--- src/rtl/qma_pkg.sv ---
package qma_pkg;
  localparam int N_MUL  = 4;
  localparam int N_PAIR = N_MUL / 2;

  typedef struct packed {
    logic vld;
    logic sgn;
    logic sub;
    logic clr;
  } ctl_t;

  localparam int CTL_W = $bits(ctl_t);
endpackage

--- src/rtl/qma_pair_add.sv ---
module qma_pair_add #(
  parameter int OP_W   = 18,
  parameter int PAIR_W = 2 * OP_W + 1
) (
  input  logic              sgn,
  input  logic [OP_W-1:0]   a0,
  input  logic [OP_W-1:0]   b0,
  input  logic [OP_W-1:0]   a1,
  input  logic [OP_W-1:0]   b1,
  output logic [PAIR_W-1:0] pair
);
  localparam int EXT_W = PAIR_W - OP_W;

  function automatic logic [PAIR_W-1:0] widen(input logic [OP_W-1:0] x, input logic s);
    return {{EXT_W{s & x[OP_W-1]}}, x};
  endfunction

  logic [PAIR_W-1:0] prod0, prod1;

  // Modulo-2^PAIR_W products are exact: the true pair sum fits PAIR_W bits
  always_comb begin
    prod0 = widen(a0, sgn) * widen(b0, sgn);
    prod1 = widen(a1, sgn) * widen(b1, sgn);
    pair  = prod0 + prod1;
  end
endmodule

--- src/rtl/qma_bypass_reg.sv ---
module qma_bypass_reg #(
  parameter int W = 8
) (
  input  logic         clk,
  input  logic         rst,
  input  logic         use_reg,
  input  logic [W-1:0] d,
  output logic [W-1:0] q
);
  logic [W-1:0] q_r;

  always_ff @(posedge clk) begin
    if (rst) q_r <= '0;
    else     q_r <= d;
  end

  assign q = use_reg ? q_r : d;
endmodule

--- src/rtl/qma_sum_acc.sv ---
module qma_sum_acc
  import qma_pkg::*;
#(
  parameter int PAIR_W = 37,
  parameter int TOT_W  = PAIR_W + 1,
  parameter int ACC_W  = 44
) (
  input  logic              clk,
  input  logic              rst,
  input  logic              acc_mode,
  input  logic              use_out_reg,
  input  ctl_t              ctl,
  input  logic [PAIR_W-1:0] pair0,
  input  logic [PAIR_W-1:0] pair1,
  output logic [ACC_W-1:0]  result,
  output logic              result_valid
);
  localparam int XT_W = ACC_W - TOT_W;

  logic [TOT_W-1:0] tot;
  logic [ACC_W-1:0] tot_x, base, nxt;
  logic [ACC_W-1:0] acc_q;
  logic             vld_q;

  always_comb begin
    tot   = {ctl.sgn & pair1[PAIR_W-1], pair1} + {ctl.sgn & pair0[PAIR_W-1], pair0};
    tot_x = {{XT_W{ctl.sgn & tot[TOT_W-1]}}, tot};
    base  = ctl.clr ? '0 : acc_q;
    nxt   = ctl.sub ? base - tot_x : base + tot_x;
  end

  // One register serves as plain-mode output stage and as accumulator
  always_ff @(posedge clk) begin
    if (rst) begin
      acc_q <= '0;
      vld_q <= 1'b0;
    end else begin
      vld_q <= ctl.vld;
      if (ctl.vld) acc_q <= acc_mode ? nxt : tot_x;
    end
  end

  // Feedback register is never bypassed in accumulate mode
  always_comb begin
    if (acc_mode || use_out_reg) begin
      result       = acc_q;
      result_valid = vld_q;
    end else begin
      result       = tot_x;
      result_valid = ctl.vld;
    end
  end


  acc_hold_chk: assert property (@(posedge clk) disable iff (rst)
    !ctl.vld |=> $stable(acc_q));


  clr_load_chk: assert property (@(posedge clk) disable iff (rst)
    (ctl.vld && ctl.clr && !ctl.sub && acc_mode) |=> acc_q == $past(tot_x));


  acc_valid_chk: assert property (@(posedge clk) disable iff (rst)
    (acc_mode && ctl.vld) |=> vld_q);
endmodule

--- src/rtl/quad_mac_acc.sv ---
module quad_mac_acc
  import qma_pkg::*;
#(
  parameter int OP_W  = 18,
  parameter int ACC_W = 44
) (
  input  logic                  clk,
  input  logic                  rst,
  input  logic                  in_valid,
  input  logic                  signed_ops,
  input  logic                  acc_mode,
  input  logic                  sub_en,
  input  logic                  acc_clr,
  input  logic                  use_pair_reg,
  input  logic                  use_out_reg,
  input  logic [N_MUL*OP_W-1:0] a_ops,
  input  logic [N_MUL*OP_W-1:0] b_ops,
  output logic [ACC_W-1:0]      result,
  output logic                  result_valid
);
  localparam int PAIR_W = 2 * OP_W + 1;
  localparam int TOT_W  = PAIR_W + 1;
  localparam int BUS_W  = N_PAIR * PAIR_W;
  localparam int STG_W  = CTL_W + BUS_W;

  logic [BUS_W-1:0] pair_bus, st_bus;
  ctl_t             in_ctl, st_ctl;
  logic [STG_W-1:0] st_q;

  genvar g;
  generate
    for (g = 0; g < N_PAIR; g++) begin : g_pair
      qma_pair_add #(.OP_W(OP_W), .PAIR_W(PAIR_W)) u_pair (
        .sgn  (signed_ops),
        .a0   (a_ops[(2*g)*OP_W   +: OP_W]),
        .b0   (b_ops[(2*g)*OP_W   +: OP_W]),
        .a1   (a_ops[(2*g+1)*OP_W +: OP_W]),
        .b1   (b_ops[(2*g+1)*OP_W +: OP_W]),
        .pair (pair_bus[g*PAIR_W +: PAIR_W])
      );
    end
  endgenerate

  assign in_ctl = '{vld: in_valid, sgn: signed_ops, sub: sub_en, clr: acc_clr};

  qma_bypass_reg #(.W(STG_W)) u_stage (
    .clk     (clk),
    .rst     (rst),
    .use_reg (use_pair_reg),
    .d       ({in_ctl, pair_bus}),
    .q       (st_q)
  );

  assign st_ctl = st_q[STG_W-1 -: CTL_W];
  assign st_bus = st_q[BUS_W-1:0];

  qma_sum_acc #(.PAIR_W(PAIR_W), .TOT_W(TOT_W), .ACC_W(ACC_W)) u_acc (
    .clk          (clk),
    .rst          (rst),
    .acc_mode     (acc_mode),
    .use_out_reg  (use_out_reg),
    .ctl          (st_ctl),
    .pair0        (st_bus[0 +: PAIR_W]),
    .pair1        (st_bus[PAIR_W +: PAIR_W]),
    .result       (result),
    .result_valid (result_valid)
  );


  pair_delay_chk: assert property (@(posedge clk) disable iff (rst)
    (use_pair_reg && $past(use_pair_reg) && st_ctl.vld) |-> $past(in_valid));


  reset_clear_chk: assert property (@(posedge clk) disable iff (rst)
    ($past(rst) && acc_mode) |-> (result == '0 && !result_valid));


  always_comb begin
    if (!rst && !acc_mode && !use_out_reg && !use_pair_reg)
      comb_path_chk: assert (result_valid == in_valid);
  end
endmodule

--- config.mk ---
export PLATFORM = sky130hd
export DESIGN_NAME = quad_mac_acc
export DESIGN_NICKNAME = d
export VERILOG_FILES = /design/src/rtl/qma_pkg.sv /design/src/rtl/qma_pair_add.sv /design/src/rtl/qma_bypass_reg.sv /design/src/rtl/qma_sum_acc.sv /design/src/rtl/quad_mac_acc.sv
export SDC_FILE = /design/constraint.sdc
export NUM_CORES = 2
export LEC_CHECK = 0
export BUFFER_PORTS_ARGS = -buffer_cell sky130_fd_sc_hd__buf_2
export CORE_AREA = 2 2 320 322
export DETAILED_ROUTE_END_ITERATION = 12
export DIE_AREA = 0 0 322 324
export PLACE_DENSITY = 0.8
export SLEW_MARGIN = 30
export SYNTH_ARGS = -nofsm -noshare
export SYNTH_HDL_FRONTEND = slang
export SYNTH_SLANG_ARGS = --single-unit
--- constraint.sdc ---
create_clock -name clk -period 40.5 [get_ports clk]
set_input_delay 8.1 -clock clk [delete_from_list [all_inputs] [get_ports clk]]
set_output_delay 8.1 -clock clk [all_outputs]
set_load 0.005 [all_outputs]
* Yosys cells after proc, flatten, opt, wreduce, memory -nomap -nowiden
Cells that the tools add are included.
W data, S select, Z words.
** Storage, ports and cells
- Output and inout bits :: 45
- Flip-flop bits (word level) :: 123
- Input bits :: 153
- Word-level logic and storage cells :: 30
** Operators by class
- Add/subtract/negate cells :: 5
- Multiply operators :: 4
- Muxes and demuxes :: 6
- Reductions and logical operators :: 1
- Bitwise logic cells :: 11
** Operator list (count)
- $mux W44 :: 4
- $mul A19 B19 Y37 :: 4
- $mux W78 :: 1
- $add A37 B37 Y37 :: 2
- $add A44 B44 Y44 :: 1
- $sub A44 B44 Y44 :: 1
- $add A38 B38 Y38 :: 1
- $and A1 B1 Y1 :: 11
- $logic_or A1 B1 Y1 :: 1
- $mux W1 :: 1

* Logic depth before layout (Yosys ltp)
- Depth after elaboration :: 10
- Mapped depth :: 57
- Mapped depth without buffers :: 56

* Cells and area by module
Synthesis repeated with hierarchy kept, for this count alone.
** Unflattened totals
- Cells, all modules :: 7180
- Area total of the unflattened synthesis :: 64667.0 µm²
** Modules (own cells, without submodules)
- qma_pair_add (g_pair[0].u_pair) :: seq. area each 0.0 µm², cells each 2896, instances 1, area each 26644.3 µm²
- qma_pair_add (g_pair[1].u_pair) :: seq. area each 0.0 µm², cells each 2881, instances 1, area each 26615.5 µm²
- qma_sum_acc :: seq. area each 900.9 µm², cells each 1152, instances 1, area each 8301.7 µm²
- qma_bypass_reg :: seq. area each 1561.5 µm², cells each 251, instances 1, area each 3105.5 µm²

* Worst setup path before layout
No wires, ideal clock.
- Path kind :: input-to-output
- From :: input port a_ops[64]
- To :: output port result[38]
- Buffers on the path :: 2
- Data required time :: 32.400 ns
- Arrival time :: 18.000 ns
- Setup slack :: 14.400 ns
- Cell stages on the path :: 42
- Path through :: clkbuf_1 > clkbuf_1 > nand2_1 > fa_1 > fa_1 > inv_1 > fa_1 > inv_1 > fa_1 > inv_1 > fa_1 > fa_1 > fa_1 > inv_1 > fa_1 > inv_1 > ha_1 > a21o_1 > [... 6 more ...] > o21bai_1 > a21oi_1 > xor2_1 > o21ai_0 > ha_1 > and3_1 > a21oi_1 > a21oi_1 > o31ai_1 > nor2_1 > a21o_1 > a211oi_1 > o21ai_0 > a21oi_2 > xnor2_4 > nand2_1 > nor2_2 > a21o_1
** On the way
- Word-level cells in the longest chain between the ends :: 7
** RTL lines
- from (decl) :: RTL line quad_mac_acc.sv:16 : input logic [N_MUL*OP_W-1:0] a_ops,
- $mul A19 B19 Y37 * :: RTL line qma_pair_add.sv:23 : prod1 = widen(a1, sgn) * widen(b1, sgn);
- $add A37 B37 Y37 * :: RTL line qma_pair_add.sv:24 : pair = prod0 + prod1;
- $mux W78 * :: RTL line qma_bypass_reg.sv:17 : assign q = use_reg ? q_r : d;
- $and A1 B1 Y1 :: RTL line qma_sum_acc.sv:26 : tot = {ctl.sgn & pair1[PAIR_W-1], pair1} + {ctl.sgn & pair0[PAIR_W-1], pair0};
- $add A38 B38 Y38 * :: RTL line qma_sum_acc.sv:26
- $and A1 B1 Y1 * :: RTL line qma_sum_acc.sv:27 : tot_x = {{XT_W{ctl.sgn & tot[TOT_W-1]}}, tot};
- $mux W44 * :: RTL line qma_sum_acc.sv:45 : if (acc_mode || use_out_reg) begin
- to (decl) :: RTL line quad_mac_acc.sv:18 : output logic [ACC_W-1:0] result,
Every way passes the cells marked *; elsewhere a longest branch is shown, timed or not.

* Final worst setup path
- From :: input port signed_ops
- To :: output port result[43]
** On the way
- Word-level cells in the longest chain between the ends :: 8
- Elaborated cells between the ends (all ways) :: 20
- Classes of those cells :: add/sub: 3; mul: 4; mux: 2; bitwise: 11
** RTL lines
- from (decl) :: RTL line quad_mac_acc.sv:10 : input logic signed_ops,
- $and A1 B1 Y1 :: RTL line qma_pair_add.sv:15 : return {{EXT_W{s & x[OP_W-1]}}, x};
- $mul A19 B19 Y37 (on tied branches) :: RTL line qma_pair_add.sv:22, qma_pair_add.sv:23
- $add A37 B37 Y37 :: RTL line qma_pair_add.sv:24
- $mux W78 * :: RTL line qma_bypass_reg.sv:17
- $and A1 B1 Y1 :: RTL line qma_sum_acc.sv:26
- $add A38 B38 Y38 :: RTL line qma_sum_acc.sv:26
- $and A1 B1 Y1 * :: RTL line qma_sum_acc.sv:27
- $mux W44 * :: RTL line qma_sum_acc.sv:45
Marks and branches as above.

==> results.yml <==
detailed_routing:
  routed_wl_um: 159000
  ant_nets: 0
  vias: 47206
  drt-wirelength-per-cell_um: 19.1
  vias_per_cell: 5.67
  drc: 0
  drtIter0Drc: 3641
  drtPass1Iterations: 6
floorplan:
  core_um2: 101000
  io_pins: 198
  start_util_pct: 62.5
  die_y_um: 324
  die-width_um: 322
  rows: 117
  dieArea_um2: 104000
worst_setup_path:
  r2r-start: "u_stage.q_r[0]"
  setup.worst_path.start_class: "input pin"
  worstPathMaxFanout: 21
  crit_path_frequent_cell: "fa_1"
  path_class: "in -> out"
  end_kind: "output port"
  crit_start: "signed_ops"
  cpMaxStageDelayCell: "nand3_1"
  required_ns: 32.40
  cp.arrival_ns: 19.24
  max_stage_delay_ns: 0.78
placed_design:
  portBuffers: 197
  place_area_um2: 64700
  dp_hpwl_um: 134000
  routabilityCongestion: 0.941
grt:
  grt_max_degree: 113
  grt_pass1_wl_um: 265000
  antenna_found_initial: 34
  grtUsageTotal_pct: 32.3
  grt_pass1_vias: 51963
  grt_overflow: 0
timing:
  timing.hold.ws_ns: 0.472
  finalSetupViolCount: 0
  final.setup.tns_ns: 0
  tightest_slew_ns: 0.976
  finClkSkew_ns: 0.0145
  worst_slew_margin_rel_pct: 35.0
  fmax_ghz: 0.0366
  rsz0062_at_grt: "false"
  finalHoldViolCount: 0
  drv_slew: 0
  min_period_over_period_pct: 67.5
  post-route-min-period_ns: 27.34
clocking:
  post-cts-setup-buffers: 0
  clock-sinks: 123
  tritoncts: "yes"
  clock_path_buffers: 2
  cts.clk_slew.worst_paths_ns: 0.06
  cts_root_buffer: "clkbuf_16"
  insertion_delay_ns: 0.44
  ctsHoldBuffers: 0
  h-tree-depth: 4
  cts_buffers: 17
  cts.repair.resized: 0
final_layout:
  drive_gt1_share_pct: 4.76
  fill_cells: 8108
  mostFrequentLayoutCells: "inv_1, fa_1, nand2_1"
  design_area_um2: 65300
  nNetsFinal: 9141
  layout_commonest_cell: "inv_1"
  syn_to_final_growth_pct: 3.45
synth:
  synth_edf_count: 0
  synth-seq-cells: 123
  syn_nets: 9228
  synth_area_um2: 63100
  yosys.cell_types.count: 80
  async_flop_share_pct: 0
  syn_inst: 7064
  ys_warn_count: 0
  ys.flop_type: "dfxtp_1"
  syn_avg_cell_area_um2: 8.93
  ys_seq_area_share_pct: 3.90
worst_hold_path:
  hold_path_class: "reg -> reg"
  worstHoldStart: "u_acc.acc_q[18]"
run:
  cap_violations: 0
status:
  outcome: "completed"
==> sequential cells by signal, summed over array words and instances, names as in the netlist <==
register	cells
u_acc.acc_q	44
u_stage.q_r	78
u_acc.vld_q	1
==> routing by layer <==
metal,vias to the layer above,routed length (µm),part of all wire (%),global-route usage (%)
met3,481,12400,7.8,4.11
met2,2106,78200,49,54.6
met1,24081,60200,38,42.2
met4,16,7800,4.9,13.7
met5,-,93,0.059,0
li1,20522,-,-,-
==> final cells by class <==
type	instances	area, µm²	share of cell area (%)
Timing Repair Buffer	211	1100	1.68
Multi-Input combinational cell	4918	53100	81.3
Antenna cell	26	65.1	0.0997
Clock inverter	10	92.6	0.142
Inverter	1706	6400	9.81
Tap cell	1309	1640	2.51
Sequential cell	123	2460	3.77
Clock buffer	22	464	0.711
==> Yosys cell counts (77+ instances only) <==
cell type | n | area (µm²)
dfxtp_1 | 123 | 2460
nor2_1 | 227 | 852
inv_1 | 1706 | 6400
ha_1 | 417 | 5220
o21ai_0 | 167 | 836
xnor2_1 | 125 | 1090
fa_1 | 1594 | 31900
and2_1 | 587 | 3670
clkbuf_1 | 304 | 1140
a21o_1 | 77 | 578
nand2_1 | 989 | 3710
xor2_1 | 98 | 858
a21oi_1 | 145 | 726
==> critical path, delay by kind of cell <==
kind	cells	cell delay, ns
fa+ha+maj	10	4.68
compound gates	13	3.10
simple gates	6	1.49
buf+inv	7	1.34
xor+xnor	2	0.48
==> metrics by stage <==
| stage | worst slack [ns] | utilization [%] | std cells |
|---|---|---|---|
| global route | 12.38 | 64.6 | 8320 |
| finish | 13.16 | 64.6 | 8325 |
| detailed placement | 13.28 | 64.0 | 8267 |
| CTS | 13.25 | 64.6 | 8299 |
| global placement | 13.41 | 64.0 | 8267 |
| floorplan | 14.40 | - | 7064 |
==> cells by family (layout without fill, tap and decap cells) <==
kind of cell,Yosys count,after routing,synth area share [%]
and+or+nand+nor,2064,2064,15.6
DFF,123,123,3.90
xor gates and xnor gates,226,226,3.20
other,0,26,0
muxes,27,27,0.468
buffers and inverters,2023,1949,12.0
AOI/OAI and AO/OA,590,590,5.98
adders and majority gates,2011,2011,58.8
==> path summary, 6_finish.rpt <==
check	endpoint	slack [ns]	cells after the start
setup / recovery	result[43]	13.16	38
hold / removal	u_acc.acc_q[18]	0.47	2
setup reg to reg	u_acc.acc_q[41]	32.78	29
hold reg to reg	u_acc.acc_q[18]	0.47	2
Power is not shown: default switching activity piles up to over one toggle a cycle in this logic, so the estimate is an artifact.
